===== config.mk =====
export PLATFORM = sky130hd
export DESIGN_NAME = cmd_arg_collector
export DESIGN_NICKNAME = d
export VERILOG_FILES = /design/src/rtl/cac_pkg.sv /design/src/rtl/cac_argbuf.sv /design/src/rtl/cac_control.sv /design/src/rtl/cmd_arg_collector.sv
export SDC_FILE = /design/constraint.sdc
export NUM_CORES = 1
export LEC_CHECK = 0
export ABC_CLOCK_PERIOD_IN_PS = 2410
export BUFFER_PORTS_ARGS = -buffer_cell sky130_fd_sc_hd__buf_4
export CORE_AREA = 2 2 202 204
export DETAILED_ROUTE_END_ITERATION = 8
export DIE_AREA = 0 0 204 206
export GPL_TIMING_DRIVEN = 0
export PLACE_DENSITY = 0.71
export SYNTH_ARGS = -nofsm -noshare
export SYNTH_HDL_FRONTEND = slang
export SYNTH_SLANG_ARGS = --single-unit

===== constraint.sdc =====
create_clock -name clk -period 2.41 [get_ports clk]
set_input_delay 0.482 -clock clk [delete_from_list [all_inputs] [get_ports clk]]
set_output_delay 0.482 -clock clk [all_outputs]
set_load 0.02 [all_outputs]

===== src/rtl/cac_pkg.sv =====
`timescale 1ns/1ps
package cac_pkg;
  localparam int WORD_W = 32;

  typedef enum logic [3:0] {
    CMD_NONE    = 4'd0,
    CMD_CONFIG  = 4'd1,
    CMD_ISSUE   = 4'd2,
    CMD_UNPLUG  = 4'd3,
    CMD_RINGS   = 4'd4,
    CMD_DEVRST  = 4'd5,
    CMD_BUSRST  = 4'd6,
    CMD_MSGRING = 4'd7,
    CMD_ADPRST  = 4'd8,
    CMD_ABORT   = 4'd9,
    CMD_LAST    = 4'd10
  } cmd_e;

  localparam logic [WORD_W-1:0] ST_OK   = 32'h0000_0000;
  localparam logic [WORD_W-1:0] ST_FAIL = 32'hFFFF_FFFF;
  localparam logic [WORD_W-1:0] ST_WAIT = 32'hFFFF_FFFE;

  // strobes from control to the argument datapath
  typedef struct packed {
    logic store;
    logic dispatch;
  } ctrl_t;

  function automatic int maxOf(input int a, input int b);
    return (a > b) ? a : b;
  endfunction
endpackage


===== src/rtl/cac_argbuf.sv =====
`timescale 1ns/1ps
module cac_argbuf
  import cac_pkg::*;
#(
  parameter int DEPTH = 12,
  localparam int IDX_W = (DEPTH > 1) ? $clog2(DEPTH) : 1
) (
  input  logic                    clk,
  input  logic                    rst_n,
  input  ctrl_t                   strobe,
  input  logic [IDX_W-1:0]        storeIdx,
  input  logic [WORD_W-1:0]       wrWord,
  output logic [DEPTH*WORD_W-1:0] argsFlat
);
  for (genvar i = 0; i < DEPTH; i++) begin : g_word
    logic [WORD_W-1:0] wordQ;
    logic hit;
    assign hit = strobe.store && (storeIdx == IDX_W'(i));
    always_ff @(posedge clk) begin
      if (!rst_n) wordQ <= '0;
      else if (hit) wordQ <= wrWord;
    end
    // the word arriving in the dispatch cycle is already visible
    assign argsFlat[i*WORD_W +: WORD_W] = hit ? wrWord : wordQ;
  end

  // stores never address past the buffer
  assert_store_in_range_R10: assert property (@(posedge clk) disable iff (!rst_n)
    strobe.store |-> (32'(storeIdx) < DEPTH));
endmodule


===== src/rtl/cac_control.sv =====
`timescale 1ns/1ps
module cac_control
  import cac_pkg::*;
#(
  parameter int CONFIG_WORDS  = 6,
  parameter int RINGS_WORDS   = 12,
  parameter int DEVRST_WORDS  = 3,
  parameter int MSGRING_WORDS = 4,
  parameter int ABORT_WORDS   = 4,
  localparam int MAX_WORDS = maxOf(maxOf(maxOf(CONFIG_WORDS, RINGS_WORDS),
                              maxOf(DEVRST_WORDS, MSGRING_WORDS)), ABORT_WORDS),
  localparam int CNT_W = $clog2(MAX_WORDS + 1),
  localparam int IDX_W = (MAX_WORDS > 1) ? $clog2(MAX_WORDS) : 1
) (
  input  logic              clk,
  input  logic              rst_n,
  input  logic              cmdWrEn,
  input  logic [WORD_W-1:0] cmdWrData,
  input  logic              dataWrEn,
  input  logic              msgEnable,
  input  logic [WORD_W-1:0] handlerStatus,
  output ctrl_t             strobe,
  output logic [IDX_W-1:0]  storeIdx,
  output cmd_e              dispCode,
  output logic [WORD_W-1:0] statusOut
);
  cmd_e              curCmd, curNext, effCode;
  logic [CNT_W-1:0]  cnt, cntNext;
  logic [WORD_W-1:0] statNext;
  logic              codeOk;

  function automatic int unsigned needOf(input cmd_e c);
    case (c)
      CMD_CONFIG:  return CONFIG_WORDS;
      CMD_RINGS:   return RINGS_WORDS;
      CMD_DEVRST:  return DEVRST_WORDS;
      CMD_MSGRING: return MSGRING_WORDS;
      CMD_ABORT:   return ABORT_WORDS;
      default:     return 0;
    endcase
  endfunction

  function automatic logic [WORD_W-1:0] resultOf(input cmd_e c, input logic msgOn,
                                                 input logic [WORD_W-1:0] hs);
    case (c)
      CMD_NONE, CMD_CONFIG, CMD_ISSUE, CMD_UNPLUG: return ST_FAIL;
      CMD_MSGRING: return msgOn ? WORD_W'(MSGRING_WORDS) : ST_FAIL;
      default:     return hs;
    endcase
  endfunction

  assign codeOk  = (cmdWrData != '0) && (cmdWrData < WORD_W'(CMD_LAST));
  assign effCode = codeOk ? cmd_e'(cmdWrData[3:0]) : CMD_NONE;

  always_comb begin
    strobe   = '0;
    curNext  = curCmd;
    cntNext  = cnt;
    statNext = statusOut;
    dispCode = curCmd;
    storeIdx = IDX_W'(cnt);
    if (cmdWrEn) begin
      dispCode = effCode;
      curNext  = effCode;
      cntNext  = '0;
      statNext = ST_WAIT;
      if (needOf(effCode) == 0) begin
        strobe.dispatch = 1'b1;
        statNext = resultOf(effCode, msgEnable, handlerStatus);
        curNext  = CMD_NONE;
      end
    end else if (dataWrEn && (curCmd != CMD_NONE) && (32'(cnt) < MAX_WORDS)) begin
      strobe.store = 1'b1;
      if ((32'(cnt) + 32'd1) >= needOf(curCmd)) begin
        strobe.dispatch = 1'b1;
        statNext = resultOf(curCmd, msgEnable, handlerStatus);
        curNext  = CMD_NONE;
        cntNext  = '0;
      end else begin
        cntNext = cnt + 1'b1;
      end
    end
  end

  always_ff @(posedge clk) begin
    if (!rst_n) begin
      curCmd    <= CMD_NONE;
      cnt       <= '0;
      statusOut <= ST_OK;
    end else begin
      curCmd    <= curNext;
      cnt       <= cntNext;
      statusOut <= statNext;
    end
  end

  assert_wait_after_cmd_R3: assert property (@(posedge clk) disable iff (!rst_n)
    (cmdWrEn && !strobe.dispatch) |=> (statusOut == ST_WAIT));
  assert_sentinel_fails_R2: assert property (@(posedge clk) disable iff (!rst_n)
    (strobe.dispatch && dispCode == CMD_NONE) |=> (statusOut == ST_FAIL));
  assert_idle_after_dispatch_R8: assert property (@(posedge clk) disable iff (!rst_n)
    strobe.dispatch |=> (curCmd == CMD_NONE && cnt == '0));
  assert_idle_data_no_dispatch_R8: assert property (@(posedge clk) disable iff (!rst_n)
    (dataWrEn && !cmdWrEn && curCmd == CMD_NONE) |-> !strobe.dispatch);
  assert_idle_data_status_R8: assert property (@(posedge clk) disable iff (!rst_n)
    (dataWrEn && !cmdWrEn && curCmd == CMD_NONE) |=> $stable(statusOut));
  assert_msg_disabled_R7: assert property (@(posedge clk) disable iff (!rst_n)
    (strobe.dispatch && dispCode == CMD_MSGRING && !msgEnable) |=> (statusOut == ST_FAIL));
  assert_cnt_bound_R10: assert property (@(posedge clk) disable iff (!rst_n)
    (32'(cnt) < MAX_WORDS));
  assert_dispatch_needs_write_R4: assert property (@(posedge clk) disable iff (!rst_n)
    strobe.dispatch |-> (cmdWrEn || dataWrEn));
endmodule


===== src/rtl/cmd_arg_collector.sv =====
`timescale 1ns/1ps
module cmd_arg_collector
  import cac_pkg::*;
#(
  parameter int CONFIG_WORDS  = 6,
  parameter int RINGS_WORDS   = 12,
  parameter int DEVRST_WORDS  = 3,
  parameter int MSGRING_WORDS = 4,
  parameter int ABORT_WORDS   = 4,
  localparam int MAX_WORDS = maxOf(maxOf(maxOf(CONFIG_WORDS, RINGS_WORDS),
                              maxOf(DEVRST_WORDS, MSGRING_WORDS)), ABORT_WORDS),
  localparam int IDX_W = (MAX_WORDS > 1) ? $clog2(MAX_WORDS) : 1
) (
  input  logic                        clk,
  input  logic                        rst_n,
  input  logic                        cmdWrEn,
  input  logic [WORD_W-1:0]           cmdWrData,
  input  logic                        dataWrEn,
  input  logic [WORD_W-1:0]           dataWrData,
  input  logic                        msgEnable,
  input  logic [WORD_W-1:0]           handlerStatus,
  output logic [WORD_W-1:0]           statusOut,
  output logic                        dispValid,
  output logic [3:0]                  dispCode,
  output logic [MAX_WORDS*WORD_W-1:0] dispArgs
);
  ctrl_t            strobe;
  logic [IDX_W-1:0] storeIdx;
  cmd_e             codeSel;

  cac_control #(
    .CONFIG_WORDS (CONFIG_WORDS),
    .RINGS_WORDS  (RINGS_WORDS),
    .DEVRST_WORDS (DEVRST_WORDS),
    .MSGRING_WORDS(MSGRING_WORDS),
    .ABORT_WORDS  (ABORT_WORDS)
  ) ctrl_i (
    .clk          (clk),
    .rst_n        (rst_n),
    .cmdWrEn      (cmdWrEn),
    .cmdWrData    (cmdWrData),
    .dataWrEn     (dataWrEn),
    .msgEnable    (msgEnable),
    .handlerStatus(handlerStatus),
    .strobe       (strobe),
    .storeIdx     (storeIdx),
    .dispCode     (codeSel),
    .statusOut    (statusOut)
  );

  cac_argbuf #(.DEPTH(MAX_WORDS)) buf_i (
    .clk     (clk),
    .rst_n   (rst_n),
    .strobe  (strobe),
    .storeIdx(storeIdx),
    .wrWord  (dataWrData),
    .argsFlat(dispArgs)
  );

  assign dispValid = strobe.dispatch;
  assign dispCode  = codeSel;
endmodule


==> out/summary.txt, run 1 <==
Status - finished, violations left
Failing checks - setup timing
CTS max path bufs - 3
PwrDens - 572 nW/um^2
Residual DRC count - 0
Simple-gate share of the synthesized area - 17.3%
Initial core utilization - 42.5%
DR iter-0 viols - 572
Die height - 206 um
P_int - 0.0116 W
Post-synthesis xor/xnor area fraction - 0.205%
Vias in the first global route - 13500
Largest family of logic cells by synthesized area - multiplexers
Worst R2R Setup Slack - -0.33 ns
Sink Count - 424
Placed instance count - 2560
Nets - 2230
RSZ-0062 raised after global routing - true
All-Layer GR Usage - 26.9%
PortBufs - 519
Most used flip-flop cell after synthesis - dfxtp_1
Post-synthesis cell area - 17100 um^2
Max_slew headroom - 39.3%
Synth top area share - 49.7%
Net Switching - 0.00335 W
Tmin final - 3.08 ns
Hpwl dp - 42900 um
Post-route ant nets - 0
Slew Limit Fails - 0
Largest area contributor in the netlist - dfxtp_1
Asr flop ratio synth - 0%
Mapped Cells - 1509
CP max-delay cell - dfxtp_4
Final period utilization - 128%
CTS Buf Count - 45
Sequential power share - 47.3%
Post-synthesis mux area share - 25.5%
Clk pwr share - 47.7%
Final Routed Wirelength - 60900 um
Critical path class - reg -> out
CP max FO - 10
Lkg Pwr - 12.4 nW
Finished Layout Cells - 2692
Placer Congestion - 0.864
Pin count of the biggest net entering global routing - 14
CTS tree - yes
Synth unique cells - 42
Clk slew on worst S/H paths - 0.06 ns
Synth Area in Compound Gates - 3.09%
CTS root buffer - clkbuf_16
Sw frac - 22.4%
Final clock skew - 0.0135 ns
Core Box Area - 40200 um^2
Register area share after synthesis - 49.7%
Top cells by count, synth - dfxtp_1, and2_1, mux2_2
Number of vias per cell - 5.08
CP arrival - 2.59 ns
Wire per inst - 22.6 um
Horiz. Die Dim - 204 um
Worst Hold Class - in -> reg
Adder-Cell Fraction of Synth Area - 0.587%
Most numerous cell in the Yosys netlist - dfxtp_1
CP max stage delay - 0.38 ns
Std cell rows - 74
Max Cap Viol - 0
Vias - 13700
Initial antenna violation count - 1
Area Growth Syn to Fin - 53.6%
Die area - 42000 um^2
Syn Area/Cell - 11.3 um^2
Worst-Skew Late Latency - 0.57 ns
Max frequency - 325 MHz
Flop and latch count out of synthesis - 424
First-pass GRT wire length - 84400 um
Setup crit start kind - flip-flop
Place WS - -1.03 ns
Final hold violations - 0
VDD IR max - 460 uV
Most used cell, CP - buf_4
Largest cells by area after synthesis - dfxtp_1, mux2_2, and2_1, mux2_1, clkbuf_1
YS warnings - 0
Grt ovf - 0
Number of enable flip-flop cells after synthesis - 0
Critical path, cell by cell - o41ai_4, buf_6, nor4b_4, buf_4, and2_4, buf_12, mux2_1, buf_4
Initial DRT Pass Iterations - 5
CP Capture Type - primary output
# H-tree levels - 2
Top Ports - 522
Layout cells sized above 1 - 49.6%
Worst Tran Pin Value - 0.910 ns
Setup violations, final - 417
Syn_nets - 1618
Worst path required time - 1.93 ns
Logic pwr share - 5.0%
Final worst setup slack - -0.665 ns
power groups by stage:
stage                     sequential (W)  combinational (W)  clock [W]
after floorplan                  0.00730           0.000238          0
after global placement           0.00724           0.000716          0
after detailed placement         0.00725           0.000725          0
after CTS                        0.00709           0.000734    0.00725
after global routing             0.00709           0.000800    0.00752
final                            0.00709           0.000750    0.00714
metal layers:
| metal | wire length (um) | vias up | track usage, % |
|---|---|---|---|
| li1 | - | 6325 | - |
| met1 | 24700 | 6761 | 31.9 |
| met2 | 30200 | 490 | 47.6 |
| met3 | 4150 | 92 | 7.05 |
| met4 | 1790 | 0 | 8.41 |
| met5 | 0 | - | 0 |
layout make-up:
type                            count  area [um^2]
Tap cell                          532          666
Sequential cell                   424         8510
Clock buffer                       74         1370
Inverter                            6         22.5
Clock inverter                      9          151
Multi-Input combinational cell    943         9030
Buffer                            131         1050
Fill cell                        3054        14000
Antenna cell                        3         7.51
Timing Repair Buffer              570         5400
critical path, delay by kind of cell (launching register included):
family	cells	cell delay [ns]
simple gates	2	0.52
flops	1	0.38
mux	1	0.36
compound gates	1	0.08
buf+inv	4	0.66
repair_timing:
| action | in CTS | in global routing |
|---|---|---|
| buffers inserted | 24 | 16 |
| setup endpoints to repair | 704 | 425 |
| resized for setup | 360 | 302 |
| pin swaps | 9 | 8 |
| cloned | 4 | 12 |
| hold buffers | 0 | 0 |
kinds of logic after synthesis:
group / after synthesis
flops: 424
mux: 386
simple gates: 483
fa+ha+maj: 8
compound gates: 62
buf+inv: 142
xor+xnor: 4
through the flow:
step | setup TNS (ns) | power [W] | cell area [um^2] | util, % | hold slack [ns]
after floorplan | 0 | 0.00754 | 17100 | - | 0.516
after global placement | -283.39 | 0.00796 | 21700 | 53.9 | 0.476
after detailed placement | -306.13 | 0.00797 | 21700 | 53.9 | 0.486
after CTS | -242.85 | 0.0151 | 24800 | 61.7 | 0.170
after global routing | -267.52 | 0.0154 | 26200 | 65.2 | 0.186
final | -224.12 | 0.0150 | 26200 | 65.2 | 0.200
state kept, by name, summed over array words and instances, names as in the netlist:
signal	count
buf_i.g_word.wordQ	384
ctrl_i.statusOut	32
ctrl_i.curCmd	4
ctrl_i.storeIdx	4
placed cells by master, fill, tap and decap left out, types with 11 or more instances in the layout:
| cell | n |
|---|---|
| nand2_1 | 15 |
| buf_12 | 29 |
| mux2_4 | 206 |
| nor2_1 | 11 |
| dfxtp_1 | 417 |
| clkbuf_16 | 59 |
| clkbuf_1 | 105 |
| buf_4 | 340 |
| clkbuf_8 | 11 |
| and3_1 | 30 |
| a311o_1 | 30 |
| and2_1 | 384 |
| buf_6 | 214 |
| mux2_2 | 148 |
| mux2_1 | 32 |
worst paths after layout:
| check | end | start | depth (start not counted) |
|---|---|---|---|
| setup reg to reg | ctrl_i.statusOut[5] | ctrl_i.curCmd[0] | 13 |
| hold / removal | ctrl_i.statusOut[0] | handlerStatus[0] | 3 |
| hold reg to reg | ctrl_i.statusOut[23] | ctrl_i.statusOut[23] | 1 |
| setup / recovery | dispArgs[154] | ctrl_i.curCmd[2] | 8 |
Power figures use the tool's default switching activity.
==> inputs of run 2 (changes only) <==
--- a/config.mk
+++ b/config.mk
@@ -12,6 +12,7 @@
 export DIE_AREA = 0 0 204 206
 export GPL_TIMING_DRIVEN = 0
 export PLACE_DENSITY = 0.71
+export RECOVER_POWER = 25
 export SYNTH_ARGS = -nofsm -noshare
 export SYNTH_HDL_FRONTEND = slang
 export SYNTH_SLANG_ARGS = --single-unit
==> run 2 against run 1 <==
Compared with the run above: the run still ends with setup timing left; maximum frequency about the same; count of clock-buffer cells in the layout unchanged; non-clock buffer count unchanged; sequential cell count unchanged; worst setup slack better by 0.0023 ns; register-to-register slack about the same; worst hold slack about the same; critical path depth unchanged; sequential power about the same; via count about the same; sequential share of layout area up 0.15 points; utilization down 0.30 points; critical path type unchanged; largest cell class unchanged.
==> out/summary.txt, run 2 (same netlist as run 1, synthesis figures left out) <==
# H-tree levels - 2 (unchanged)
Die height - 206 um (unchanged)
Final worst setup slack - -0.663 ns (was -0.665 ns)
Initial antenna violation count - 1 (unchanged)
Critical path, cell by cell - o41ai_4, buf_6, nor4b_4, buf_4, and2_4, buf_12, mux2_1, buf_4 (unchanged)
Setup crit start kind - flip-flop (unchanged)
Core Box Area - 40200 um^2 (unchanged)
Layout cells sized above 1 - 48.0% (was 49.6%)
RR Startpoint - ctrl_i.curCmd[0] (unchanged)
Largest delay contributor family on the critical path - buffers and inverters (unchanged)
Worst-Skew Late Latency - 0.58 ns (was 0.57 ns)
Largest reg by FF count - buf_i.g_word.wordQ (unchanged)
Sink Count - 424 (unchanged)
Post-route ant nets - 0 (unchanged)
CP max-delay cell - dfxtp_4 (unchanged)
Worst path required time - 1.93 ns (about the same)
RSZ-0062 raised after global routing - true (unchanged)
Worst Tran Pin Value - 0.909 ns (was 0.910 ns)
Final clock skew - 0.0136 ns (was 0.0135 ns)
Max FFs per register - 384 (unchanged)
Initial core utilization - 42.5% (unchanged)
Std cell rows - 74 (unchanged)
Die area - 42000 um^2 (unchanged)
RR Endpoint - ctrl_i.statusOut[5] (unchanged)
Filler cell count - 3090 (was 3054)
Critical path class - reg -> out (unchanged)
CP arrival - 2.59 ns (about the same)
Bufs and invs on worst path - 4 (unchanged)
Horiz. Die Dim - 204 um (unchanged)
All-Layer GR Usage - 26.9% (unchanged)
VDD IR max - 454 uV (was 460 uV)
Largest regs - buf_i.g_word.wordQ: 384 flops, ctrl_i.statusOut: 32 flops (unchanged)
CP Capture Type - primary output (unchanged)
Vias in the first global route - 13500 (unchanged)
Worst Min Path Start - handlerStatus[0] (unchanged)
Most used cell, CP - buf_4 (unchanged)
Final hold violations - 0 (unchanged)
Worst Hold End - ctrl_i.statusOut[0] (unchanged)
Area Growth Syn to Fin - 52.9% (was 53.6%)
CTS max path bufs - 3 (unchanged)
Final instance area - 26100 um^2 (was 26200 um^2)
Tmin final - 3.07 ns (was 3.08 ns)
Lkg Pwr - 12.3 nW (was 12.4 nW)
CP max FO - 10 (unchanged)
First-pass GRT wire length - 84400 um (unchanged)
Top Ports - 522 (unchanged)
Grt ovf - 0 (unchanged)
Failing checks - setup timing (unchanged)
Max_slew headroom - 39.4% (was 39.3%)
Initial DRT Pass Iterations - 4 (was 5)
Worst-case reg-to-reg path depth - 13 (unchanged)
Min Hold Slack - 0.200 ns (about the same)
PortBufs - 519 (unchanged)
Residual DRC count - 0 (unchanged)
Max frequency - 325 MHz (about the same)
Final Routed Wirelength - 60900 um (about the same)
CTS tree - yes (unchanged)
Most frequent cells in the layout - dfxtp_1, and2_1, buf_4 (unchanged)
Max Cap Viol - 0 (unchanged)
Number of vias per cell - 5.08 (about the same)
Worst Hold Class - in -> reg (unchanged)
PwrDens - 573 nW/um^2 (was 572 nW/um^2)
Vias - 13700 (about the same)
CTS Buf Count - 45 (unchanged)
Hold Path Cell Cnt - 3 (unchanged)
CTS root buffer - clkbuf_16 (unchanged)
Clk slew on worst S/H paths - 0.06 ns (about the same)
DR iter-0 viols - 581 (was 572)
Status - finished, violations left (unchanged)
Pin count of the biggest net entering global routing - 14 (unchanged)
Final period utilization - 128% (about the same)
Hpwl dp - 42900 um (unchanged)
Nets - 2230 (unchanged)
CP max stage delay - 0.38 ns (about the same)
Wire per inst - 22.6 um (about the same)
Slew Limit Fails - 0 (unchanged)
Setup violations, final - 417 (unchanged)
Worst R2R Setup Slack - -0.33 ns (about the same)
Cell Area, Placed - 21700 um^2 (unchanged)
Commonest non-fill, non-tap cell in the layout - dfxtp_1 (unchanged)
Placer Congestion - 0.864 (unchanged)
==> run 2: cell count changes in the layout (fill, tap and decap cells not counted) <==
cell      delta
buf_4       -32
clkbuf_1    +32
mux2_1       +2
mux2_2       -2
==> run 2: timing repair <==
item | in CTS | in global routing
hold buffers | 0 | 0
cloned | 4 | 12
setup buffers | 24 | 16
endpoints found under the setup margin | 704 | 425
gates resized for setup | 360 | 302
pin swaps | 9 | 8
==> run 2: cell type report <==
class	instances	area (um^2)	share of cell area, %
diodes	3	7.51	0.0288
plain buffers	131	1050	4.03
clock buffers	74	1370	5.24
clock inverters	9	151	0.580
inverters	6	22.5	0.0863
multi-input cells	943	9030	34.6
flip-flops and latches	424	8510	32.6
well taps	532	666	2.55
repair buffers	570	5280	20.3
==> run 2: layer usage <==
metal	up-vias	track usage [%]	wire [um]	share of wire [%]
li1	6313	-	-	-
met1	6778	31.9	24700	41
met2	486	47.6	30100	50
met3	97	7.05	4200	6.9
met4	0	8.41	1840	3.0
met5	-	0	0	0
==> run 2: worst max-delay path by stage <==
stage                startpoint             to  slack, ns  depth (start not counted)
2_1_floorplan  ctrl_i.curCmd[3]      dispValid      0.003                          9
3_3_place_gp           dataWrEn  dispArgs[194]      -0.95                          8
3_5_place_dp           dataWrEn  dispArgs[193]      -1.03                          8
4_1_cts        ctrl_i.curCmd[2]  dispArgs[130]      -0.69                          8
5_1_grt        ctrl_i.curCmd[2]  dispArgs[240]      -0.76                          8
6_report       ctrl_i.curCmd[2]  dispArgs[154]      -0.66                          8
==> run 2: report_power, final <==
| group | total (W) | switching (W) | internal (W) | leakage [nW] |
|---|---|---|---|---|
| sequential | 0.00709 | 0.0000307 | 0.00706 | 3.43 |
| clock | 0.00715 | 0.00285 | 0.00430 | 0.738 |
| combinational | 0.000707 | 0.000472 | 0.000235 | 8.11 |
| total | 0.0149 | 0.00335 | 0.0116 | 12.3 |
==> run 2: worst register-to-register path, stage by stage (launching register included) <==
cell,delay [ns]
dfxtp_4,0.36
buf_4,0.14
inv_1,0.09
nand2_1,0.06
a31oi_1,0.16
ha_1,0.26
o21ai_2,0.17
a221oi_4,0.10
buf_4,0.15
buf_4,0.13
a21o_1,0.23
clkbuf_1,0.24
and3_1,0.24
a311o_1,0.27
==> run 2: through the flow <==
stage	total power (W)	setup TNS (ns)	utilization (%)	std cells	setup slack [ns]
2_1_floorplan	0.00754	0	-	1509	0.00325
3_3_place_gp	0.00796	-283.39	53.9	2560	-0.952
3_5_place_dp	0.00797	-306.13	53.9	2560	-1.03
4_1_cts	0.0151	-242.85	61.7	2664	-0.693
5_1_grt	0.0154	-267.57	64.9	2689	-0.762
6_report	0.0149	-224.64	64.9	2692	-0.663
==> inputs of run 3 (changes only) <==
--- a/config.mk
+++ b/config.mk
@@ -8,10 +8,11 @@
 export ABC_CLOCK_PERIOD_IN_PS = 2410
 export BUFFER_PORTS_ARGS = -buffer_cell sky130_fd_sc_hd__buf_4
 export CORE_AREA = 2 2 202 204
+export CTS_CLUSTER_SIZE = 28
 export DETAILED_ROUTE_END_ITERATION = 8
 export DIE_AREA = 0 0 204 206
 export GPL_TIMING_DRIVEN = 0
-export PLACE_DENSITY = 0.71
+export PLACE_DENSITY_LB_ADDON = 0.05
 export RECOVER_POWER = 25
 export SYNTH_ARGS = -nofsm -noshare
 export SYNTH_HDL_FRONTEND = slang
==> run 3 against run 2 <==
Compared with the run above: the run still ends with setup timing left; maximum frequency up 0.99%; clock skew barely moved; sequential share of layout area is 2.5 points higher; wire length fell by 6.1%; sequential cell count stayed put; largest cell class is now registers; largest power group unchanged; highest routed layer unchanged.
==> out/summary.txt, run 3 (same netlist as run 1, synthesis figures left out) <==
Critical path class - reg -> out (unchanged)
VDD IR max - 529 uV (was 454 uV)
CTS max path bufs - 3 (unchanged)
Sink Count - 424 (unchanged)
CP arrival - 2.56 ns (was 2.59 ns)
Core Box Area - 40200 um^2 (unchanged)
Initial antenna violation count - 1 (unchanged)
Max_slew headroom - 45.5% (was 39.4%)
Wire per inst - 21.5 um (was 22.6 um)
Layout cells sized above 1 - 42.6% (was 48.0%)
Number of vias per cell - 4.94 (was 5.08)
Vias - 13200 (was 13700)
Worst R2R Setup Slack - -0.26 ns (was -0.33 ns)
First-pass GRT wire length - 82200 um (was 84400 um)
Largest delay contributor family on the critical path - buffers and inverters (unchanged)
RR Endpoint - ctrl_i.statusOut[25] (was ctrl_i.statusOut[5])
Cell Area, Placed - 21700 um^2 (unchanged)
Worst Hold End - ctrl_i.statusOut[0] (unchanged)
Die height - 206 um (unchanged)
PortBufs - 519 (unchanged)
Failing checks - setup timing (unchanged)
Initial core utilization - 42.5% (unchanged)
Placer Congestion - 0.826 (was 0.864)
Final Routed Wirelength - 57100 um (was 60900 um)
Residual DRC count - 0 (unchanged)
Die area - 42000 um^2 (unchanged)
DR iter-0 viols - 398 (was 581)
# H-tree levels - 2 (unchanged)
Initial DRT Pass Iterations - 4 (unchanged)
Worst-Skew Late Latency - 0.57 ns (was 0.58 ns)
Largest reg by FF count - buf_i.g_word.wordQ (unchanged)
Critical path, cell by cell - o41ai_4, buf_6, nor4_4, nand2_4, bufbuf_16, mux2_1, buf_4 (was o41ai_4, buf_6, nor4b_4, buf_4, and2_4, buf_12, mux2_1, buf_4)
PwrDens - 618 nW/um^2 (was 573 nW/um^2)
RR Startpoint - ctrl_i.storeIdx[0] (was ctrl_i.curCmd[0])
CP max FO - 7 (was 10)
Area Growth Syn to Fin - 41.8% (was 52.9%)
Slew Limit Fails - 0 (unchanged)
Top Ports - 522 (unchanged)
Setup crit start kind - flip-flop (unchanged)
Worst Min Path Start - handlerStatus[0] (unchanged)
Std cell rows - 74 (unchanged)
Bufs and invs on worst path - 3 (was 4)
Setup violations, final - 421 (was 417)
Hpwl dp - 42300 um (was 42900 um)
Hold Path Cell Cnt - 3 (unchanged)
Sw frac - 22.5% (was 22.4%)
CP max-delay cell - dfxtp_4 (unchanged)
Horiz. Die Dim - 204 um (unchanged)
Clk pwr share - 48.1% (was 47.8%)
Final hold violations - 0 (unchanged)
CP max stage delay - 0.39 ns (was 0.38 ns)
Max Cap Viol - 0 (unchanged)
Post-route ant nets - 0 (unchanged)
Logic pwr share - 4.6% (was 4.7%)
Lkg Pwr - 11.6 nW (was 12.3 nW)
Clk slew on worst S/H paths - 0.06 ns (about the same)
Final clock skew - 0.0137 ns (was 0.0136 ns)
Final instance area - 24200 um^2 (was 26100 um^2)
Final worst setup slack - -0.633 ns (was -0.663 ns)
CP Capture Type - primary output (unchanged)
CTS root buffer - clkbuf_16 (unchanged)
CTS Buf Count - 47 (was 45)
Place WS - -0.835 ns (was -1.03 ns)
Final period utilization - 126% (was 128%)
Nets - 2200 (was 2230)
Min Hold Slack - 0.199 ns (was 0.200 ns)
Pin count of the biggest net entering global routing - 13 (was 14)
Worst Hold Class - in -> reg (unchanged)
Status - finished, violations left (unchanged)
Worst-case reg-to-reg path depth - 9 (was 13)
Max FFs per register - 384 (unchanged)
RSZ-0062 raised after global routing - true (unchanged)
All-Layer GR Usage - 26.3% (was 26.9%)
CTS tree - yes (unchanged)
Most frequent cells in the layout - buf_4, dfxtp_1, and2_1 (was dfxtp_1, and2_1, buf_4)
Largest regs - buf_i.g_word.wordQ: 384 flops, ctrl_i.statusOut: 32 flops (unchanged)
Worst Tran Pin Value - 0.818 ns (was 0.909 ns)
Vias in the first global route - 13000 (was 13500)
Grt ovf - 0 (unchanged)
Tmin final - 3.04 ns (was 3.07 ns)
Net Switching - 0.00336 W (was 0.00335 W)
Commonest non-fill, non-tap cell in the layout - buf_4 (was dfxtp_1)
Sequential power share - 47.3% (was 47.4%)
P_int - 0.0116 W (about the same)
Max frequency - 329 MHz (was 325 MHz)
Filler cell count - 3557 (was 3090)
Worst path required time - 1.93 ns (about the same)
==> run 3: what timing repair did <==
item                                    in CTS  in global routing
hold buffers                                 0                  0
resized for setup                          179                 77
hold endpoints to repair                     0                  0
cloned                                       1                  1
endpoints found under the setup margin     622                425
pin swaps                                    9                  7
setup buffers                               15                  8
==> run 3: worst max path at each step <==
stage | from | to | slack (ns) | cells after the start
final | ctrl_i.curCmd[2] | dispArgs[97] | -0.63 | 7
after global routing | ctrl_i.curCmd[1] | dispValid | -0.74 | 9
after CTS | ctrl_i.curCmd[3] | dispValid | -0.67 | 10
after detailed placement | dataWrEn | dispArgs[197] | -0.84 | 8
after global placement | dataWrEn | dispArgs[197] | -0.91 | 8
after floorplan | ctrl_i.curCmd[3] | dispValid | 0.003 | 9
==> run 3: layout make-up <==
class	instances	area, um^2	share of cell area [%]
Multi-Input combinational cell	943	8300	34.3
Timing Repair Buffer	538	4250	17.6
Buffer	131	871	3.60
Clock buffer	79	1540	6.36
Sequential cell	424	8510	35.2
Antenna cell	2	5.00	0.0207
Clock inverter	6	32.5	0.134
Tap cell	532	666	2.75
Inverter	6	25.0	0.103
==> run 3: through the flow <==
| stage | total power [W] | setup TNS [ns] | util (%) | instances |
|---|---|---|---|---|
| finish | 0.0150 | -221.87 | 60.2 | 2661 |
| global route | 0.0154 | -264.06 | 60.2 | 2660 |
| CTS | 0.0152 | -231.95 | 59.8 | 2656 |
| detailed placement | 0.00797 | -255.13 | 53.9 | 2560 |
| global placement | 0.00796 | -250.96 | 53.9 | 2560 |
| floorplan | 0.00754 | 0 | - | 1509 |
==> run 3: power by group through the flow <==
stage          Clock [W]  Combinational, W  Sequential, W
3_3_place_gp           0          0.000721        0.00724
6_report         0.00720          0.000683        0.00708
3_5_place_dp           0          0.000729        0.00724
2_1_floorplan          0          0.000238        0.00730
5_1_grt          0.00761          0.000738        0.00708
4_1_cts          0.00735          0.000737        0.00708
==> run 3: tightest hold or removal path, stage by stage <==
cell and delay, ns:
buf_4 0.11, nand3_1 0.06, a21oi_1 0.06
==> run 3: layer usage <==
metal	GRT usage [%]	part of all wire [%]
met5	0	0
met4	9.55	3.0
met3	7.40	7.2
met2	45.4	48
met1	31.3	41
